**config.mk**
```make
export PLATFORM = sky130hd
export DESIGN_NAME = vid_write_dispatch
export DESIGN_NICKNAME = d
export VERILOG_FILES = /design/src/rtl/vwd_pkg.sv /design/src/rtl/vwd_ring.sv /design/src/rtl/vwd_split.sv /design/src/rtl/vid_write_dispatch.sv
export SDC_FILE = /design/constraint.sdc
export NUM_CORES = 1
export LEC_CHECK = 0
export BUFFER_PORTS_ARGS = -buffer_cell sky130_fd_sc_hd__buf_2
export CAP_MARGIN = 25
export CORE_MARGIN = 2
export CORE_UTILIZATION = 52
export CTS_BUF_LIST = sky130_fd_sc_hd__clkbuf_4 sky130_fd_sc_hd__clkbuf_8
export CTS_CLUSTER_DIAMETER = 200
export DETAILED_ROUTE_END_ITERATION = 7
export PLACE_DENSITY = 0.75
export SYNTH_ARGS = -nofsm -noshare
export SYNTH_HDL_FRONTEND = slang
export SYNTH_SLANG_ARGS = --single-unit
```
**constraint.sdc**
```tcl
create_clock -name clk -period 4.1 [get_ports clk]
set_input_delay 0.205 -clock clk [delete_from_list [all_inputs] [get_ports clk]]
set_output_delay 0.205 -clock clk [all_outputs]
set_load 0.01 [all_outputs]
```
**src/rtl/vwd_pkg.sv**
```systemverilog
`timescale 1ns/1ps
package vwd_pkg;
  localparam int ADDR_W = 16;
  localparam int DATA_W = 16;

  typedef enum logic [1:0] {
    TGT_VRAM  = 2'd0,
    TGT_CRAM  = 2'd1,
    TGT_VSRAM = 2'd2,
    TGT_NONE  = 2'd3
  } tgt_e;

  typedef enum logic [1:0] {
    KIND_WORD  = 2'd0,
    KIND_LOW   = 2'd1,
    KIND_FILL  = 2'd2,
    KIND_FILL3 = 2'd3
  } kind_e;

  typedef struct packed {
    tgt_e              tgt;
    kind_e             kind;
    logic [ADDR_W-1:0] addr;
    logic [DATA_W-1:0] data;
  } wr_req_t;
endpackage

```
**src/rtl/vwd_ring.sv**
```systemverilog
`timescale 1ns/1ps
// Circular request store. DEPTH must be a power of two so pointers wrap
// by plain truncation. The read pointer carries an extra top bit that
// marks the empty state.
module vwd_ring #(
  parameter int DEPTH = 4,
  parameter int W     = 8
) (
  input  logic         clk,
  input  logic         rst_n,
  input  logic         push_en,
  input  logic [W-1:0] push_data,
  input  logic         pop_en,
  output logic [W-1:0] head,
  output logic         empty,
  output logic         full
);
  localparam int AW = (DEPTH > 1) ? $clog2(DEPTH) : 1;

  logic [W-1:0]  slots [DEPTH];
  logic [AW-1:0] wr_q, wr_n, rd_nxt;
  logic [AW:0]   rd_q, rd_n;

  assign empty = rd_q[AW];
  assign full  = !rd_q[AW] && (rd_q[AW-1:0] == wr_q);
  assign head  = slots[rd_q[AW-1:0]];

  always_comb begin
    wr_n   = push_en ? wr_q + 1'b1 : wr_q;
    rd_nxt = rd_q[AW-1:0] + 1'b1;
    rd_n   = rd_q;
    if (rd_q[AW]) begin
      if (push_en) rd_n = {1'b0, wr_q};
    end else if (pop_en) begin
      rd_n = {(rd_nxt == wr_n), rd_nxt};
    end
  end

  always_ff @(posedge clk) begin
    if (!rst_n) begin
      wr_q <= '0;
      rd_q <= {1'b1, {AW{1'b0}}};
    end else begin
      wr_q <= wr_n;
      rd_q <= rd_n;
    end
  end

  always_ff @(posedge clk) begin
    if (push_en) slots[wr_q] <= push_data;
  end
endmodule

```
**src/rtl/vwd_split.sv**
```systemverilog
`timescale 1ns/1ps
// Turns one request into the write strobe, address and data of its target.
module vwd_split
  import vwd_pkg::*;
#(
  parameter int VSRAM_WORDS = 40,
  parameter int CRAM_AW     = 6,
  parameter int VSRAM_AW    = 6
) (
  input  logic                go,
  input  wr_req_t             req,
  output logic                vram_we,
  output logic [ADDR_W-1:0]   vram_addr,
  output logic [7:0]          vram_data,
  output logic                cram_we,
  output logic [CRAM_AW-1:0]  cram_addr,
  output logic [DATA_W-1:0]   cram_data,
  output logic                vsram_we,
  output logic [VSRAM_AW-1:0] vsram_addr,
  output logic [DATA_W-1:0]   vsram_data
);
  logic [5:0] word;
  assign word = req.addr[6:1];

  always_comb begin
    vram_we    = 1'b0;
    vram_addr  = '0;
    vram_data  = '0;
    cram_we    = 1'b0;
    cram_addr  = '0;
    cram_data  = '0;
    vsram_we   = 1'b0;
    vsram_addr = '0;
    vsram_data = '0;
    unique case (req.tgt)
      TGT_VRAM: begin
        vram_we   = go;
        vram_addr = (req.kind == KIND_WORD) ? req.addr
                                            : {req.addr[ADDR_W-1:1], ~req.addr[0]};
        vram_data = (req.kind == KIND_LOW) ? req.data[7:0] : req.data[15:8];
      end
      TGT_CRAM: begin
        cram_we   = go;
        cram_addr = word[CRAM_AW-1:0];
        cram_data = req.data;
      end
      TGT_VSRAM: begin
        vsram_we   = go && (int'(word) < VSRAM_WORDS);
        vsram_addr = word[VSRAM_AW-1:0];
        vsram_data = req.data;
      end
      default: ;
    endcase
  end
endmodule

```
**src/rtl/vid_write_dispatch.sv**
```systemverilog
`timescale 1ns/1ps
module vid_write_dispatch
  import vwd_pkg::*;
#(
  parameter int DEPTH       = 4,
  parameter int LATENCY     = 3,
  parameter int CYC_W       = 16,
  parameter int CRAM_WORDS  = 64,
  parameter int VSRAM_WORDS = 40,
  parameter int CRAM_AW     = $clog2(CRAM_WORDS),
  parameter int VSRAM_AW    = $clog2(VSRAM_WORDS)
) (
  input  logic                clk,
  input  logic                rst_n,
  input  logic                wide_mode,
  input  logic                push_valid,
  output logic                push_ready,
  input  logic [1:0]          push_target,
  input  logic [1:0]          push_kind,
  input  logic [15:0]         push_addr,
  input  logic [15:0]         push_data,
  input  logic                slot_strobe,
  output logic [CYC_W-1:0]    cycle_cnt,
  output logic                fifo_empty,
  output logic                fifo_full,
  output logic                vram_we,
  output logic [15:0]         vram_addr,
  output logic [7:0]          vram_wdata,
  output logic                cram_we,
  output logic [CRAM_AW-1:0]  cram_addr,
  output logic [15:0]         cram_wdata,
  output logic                vsram_we,
  output logic [VSRAM_AW-1:0] vsram_addr,
  output logic [15:0]         vsram_wdata
);
  localparam logic [CYC_W-1:0] DLY_WIDE   = CYC_W'(LATENCY * 16);
  localparam logic [CYC_W-1:0] DLY_NARROW = CYC_W'(LATENCY * 20);
  localparam int ENT_W = $bits(wr_req_t) + CYC_W;

  logic [CYC_W-1:0] cyc_q, head_due;
  wr_req_t          in_req, head_req;
  logic [ENT_W-1:0] in_ent, head_ent;
  logic             push_fire, head_ready, pop;

  // split outputs before the port registers
  logic                s_vram_we, s_cram_we, s_vsram_we;
  logic [15:0]         s_vram_addr;
  logic [7:0]          s_vram_data;
  logic [CRAM_AW-1:0]  s_cram_addr;
  logic [15:0]         s_cram_data, s_vsram_data;
  logic [VSRAM_AW-1:0] s_vsram_addr;

  always_ff @(posedge clk) begin
    if (!rst_n) cyc_q <= '0;
    else        cyc_q <= cyc_q + 1'b1;
  end
  assign cycle_cnt = cyc_q;

  assign push_ready = !fifo_full;
  assign push_fire  = push_valid && push_ready;

  always_comb begin
    in_req.tgt  = tgt_e'(push_target);
    in_req.kind = kind_e'(push_kind);
    in_req.addr = push_addr;
    in_req.data = push_data;
  end
  assign in_ent = {in_req, cyc_q + (wide_mode ? DLY_WIDE : DLY_NARROW)};

  vwd_ring #(.DEPTH(DEPTH), .W(ENT_W)) ring_i (
    .clk       (clk),
    .rst_n     (rst_n),
    .push_en   (push_fire),
    .push_data (in_ent),
    .pop_en    (pop),
    .head      (head_ent),
    .empty     (fifo_empty),
    .full      (fifo_full)
  );

  assign {head_req, head_due} = head_ent;
  // wrap-safe due test: valid while an entry waits under half the counter range
  assign head_ready = !fifo_empty && ($signed(cyc_q - head_due) >= 0);
  assign pop        = slot_strobe && head_ready;

  vwd_split #(
    .VSRAM_WORDS (VSRAM_WORDS),
    .CRAM_AW     (CRAM_AW),
    .VSRAM_AW    (VSRAM_AW)
  ) split_i (
    .go         (pop),
    .req        (head_req),
    .vram_we    (s_vram_we),
    .vram_addr  (s_vram_addr),
    .vram_data  (s_vram_data),
    .cram_we    (s_cram_we),
    .cram_addr  (s_cram_addr),
    .cram_data  (s_cram_data),
    .vsram_we   (s_vsram_we),
    .vsram_addr (s_vsram_addr),
    .vsram_data (s_vsram_data)
  );

  always_ff @(posedge clk) begin
    if (!rst_n) begin
      vram_we     <= 1'b0;
      vram_addr   <= '0;
      vram_wdata  <= '0;
      cram_we     <= 1'b0;
      cram_addr   <= '0;
      cram_wdata  <= '0;
      vsram_we    <= 1'b0;
      vsram_addr  <= '0;
      vsram_wdata <= '0;
    end else begin
      vram_we     <= s_vram_we;
      vram_addr   <= s_vram_addr;
      vram_wdata  <= s_vram_data;
      cram_we     <= s_cram_we;
      cram_addr   <= s_cram_addr;
      cram_wdata  <= s_cram_data;
      vsram_we    <= s_vsram_we;
      vsram_addr  <= s_vsram_addr;
      vsram_wdata <= s_vsram_data;
    end
  end
endmodule

```
==> summary.md <==
| Metric | Value |
|---|---|
| Worst slew pin tran | `0.776 ns` |
| Gpl congestion | `0.820` |
| Tcrit/Tclk final | `80.6%` |
| Routed Antenna Nets | `0` |
| MaxCap Viol Count | `0` |
| Chip width | `151 µm` |
| Fmax | `303 MHz` |
| Tmin final | `3.30 ns` |
| H-tree depth | `2` |
| Register Area | `8130 µm²` |
| Post-synthesis net count | `723` |
| First-pass GRT wire length | `34100 µm` |
| Synth warn | `0` |
| Register area share after synthesis | `72.4%` |
| Critical Path End Type | `register` |
| Die Y-Extent | `151 µm` |
| Critical Path Max Stage Delay | `0.67 ns` |
| DR iter-0 viols | `387` |
| Ports | `131` |
| Final Hold Vio Count | `0` |
| Maximum fanout along the worst path | `25` |
| TritonCTS buffer count | `46` |
| LEAKAGE | `5.34 nW` |
| DRC | `0` |
| Setup ws final | `0.797 ns` |
| WL/cell | `18.5 µm` |
| Synth Flop Type | `edfxtp_1` |
| TritonRoute pass-1 iters | `4` |
| Max-slew violation count | `0` |
| Yosys cell types | `42` |
| Yosys reg bits | `302` |
| All-Layer GR Usage | `19.6%` |
| Synth Area per Inst | `17.1 µm²` |
| Root buf cell | `clkbuf_8` |
| Setup CP Type | `reg -> reg` |
| Placed Instances | `1046` |
| Die area | `22800 µm²` |
| Clock skew | `0.0169 ns` |
| Worst Hold Class | `in -> reg` |
| Clock Path Buffers | `3` |
| Worst-path clk slew | `0.06 ns` |
| Initial Utilization | `53.2%` |
| Final WL | `21600 µm` |
| Fin Hold WS | `0.0566 ns` |
| Pwr dens | `513 nW/µm²` |
| Filler cell count in the final layout | `1449` |
| Core Box Area | `21100 µm²` |
| Largest net degree at the start of global routing | `51` |
| Worst skew pair latency | `0.56 ns` |
| Core Rows | `53` |
| Final #Nets | `920` |
| Post-Syn Area | `11200 µm²` |
| Reg2reg path depth | `9` |
| CTS sink cnt | `302` |
| DP HPWL | `13800 µm` |
| Most frequent cells in the layout | `edfxtp_1 (208), buf_2 (130), dfxtp_1 (92), clkbuf_8 (62), mux4_2 (51)` |
| Setup_tns | `0 ns` |
| Vias in the first global route | `6570` |
| PortBufs | `130` |
| Area Growth Syn to Fin | `21.7%` |
| Arr. time, crit path | `3.73 ns` |
| Total Power | `7.01 mW` |
| Vias per cell | `5.35` |
| Via count | `6254` |
| Critical-path cell list | `mux4_2 > inv_1 > ha_1 > a21oi_1 > nand2_1 > a221oi_1 > nand3_1 > and4_4 > o31a_1` |
| Maximum VDD drop | `0.239 mV` |
| Non-filler cells, final | `1169` |
| Crit-path slowest cell | `dfxtp_4` |
| Area of the multi-input gates | `2880 µm²` |
| # setup viols final | `0` |
| Synth Instances | `658` |
| Setup WS pre-CTS | `0.822 ns` |
| CP Data Required Time | `4.53 ns` |
| Hold Path Stages | `3` |
| Final design utilization | `64.8%` |
| Number of synthesized flops with an enable pin | `208` |
| DP Area | `12200 µm²` |
| Fin area | `13700 µm²` |
| Asr flop ratio synth | `0%` |
| CTS tree | `built` |
| Startpoint types | `register` |
| Commonest non-fill, non-tap cell in the layout | `edfxtp_1` |
| GRT Residual Overflow | `0` |
| Share of layout cells above drive strength 1 | `31.8%` |
| RSZ-0062 raised after global routing | `no` |
| Initial antenna violation count | `1` |
| Status | `finished clean` |
| Slew headroom | `48.3%` |
final cells by class:
cell class / instances / share of cell area [%]
Inverter: 27 / 0.742
Multi-Input combinational cell: 302 / 21.1
Sequential cell: 302 / 59.6
Clock buffer: 76 / 7.02
Tap cell: 275 / 2.52
Timing Repair Buffer: 176 / 7.95
Antenna cell: 1 / 0.0183
Clock inverter: 10 / 1.15
per-layer routing:
layer,routed length (µm),track usage (%),vias to the layer above
met3,1370,4.31,32
met1,9270,25.2,3145
met2,10500,33.3,218
li1,-,-,2859
met5,0,0,-
met4,393,6.73,0
worst max-delay path: cells and delay by family (launching register included):
kind	cells	cell delay, ns
AO/OA/AOI/OAI	3	0.93
adder cells (fa/ha/maj)	1	0.25
buffers and inverters	1	0.08
flip-flops	1	0.67
multiplexers	1	0.57
AND/OR/NAND/NOR	3	0.67
cells in the mapped netlist (all sizes together) (9+ instances only):
library cell  number  area [µm²]
edfxtp           208        6250
dfxtp             94        1880
mux4              52        1170
and2              34         213
nor2              30         113
inv               27         101
ha                23         288
nand2             22        82.6
and3              18         113
clkbuf            18        67.6
nor2b             17         106
xnor2             15         139
xor2              13         114
nor3              11        55.1
a21oi             10        50.1
mux2i             10         100
buf                9        55.0
nand3              9        45.0
final timing paths:
path,startpoint,endpoint,slack [ns]
min reg2reg,cycle_cnt[0]$_SDFF_PN0_,cycle_cnt[0]$_SDFF_PN0_,0.57
max,register,register,0.80
min,slot_strobe,ring_i.rd_q[2]$_SDFF_PN1_,0.06
max reg2reg,register,register,0.80
repair_timing:
| action | 4_1_cts | 5_1_grt |
|---|---|---|
| setup endpoints to repair | 0 | 0 |
| buffers inserted | 0 | 0 |
| resized for setup | 0 | 0 |
| hold buffers | 36 | 0 |
| endpoints found under the hold margin | 144 | 0 |
kinds of logic (layout without fill, tap and decap cells):
family                   Yosys count  after routing  share of synthesized area (%)
buffers and inverters             54            289                           2.00
adder cells (fa/ha/maj)           24             24                           2.74
other                              0              1                              0
flip-flops                       302            302                           72.4
XOR/XNOR                          28             28                           2.25
AND/OR/NAND/NOR                  156            156                           7.40
multiplexers                      62             62                           11.4
AO/OA/AOI/OAI                     32             32                           1.82
power by group:
| group | leakage (nW) | internal, mW | switching (mW) |
|---|---|---|---|
| clock network | 0.584 | 1.73 | 1.11 |
| registers | 2.71 | 3.45 | 0.0708 |
| logic | 2.05 | 0.289 | 0.356 |
state kept, by name, indices dropped and copies added (netlist names), named ones only:
register / cells
cycle_cnt: 16
ring_i.wr_q: 2
vsram_addr: 6
cram_addr: 6
vram_addr: 16
cram_we: 1
vsram_we: 1
vsram_wdata: 16
cram_wdata: 16
vram_wdata: 8
ring_i.rd_q: 3
ring_i.slots: 208
vram_we: 1
(Power assumes the default switching activity.)
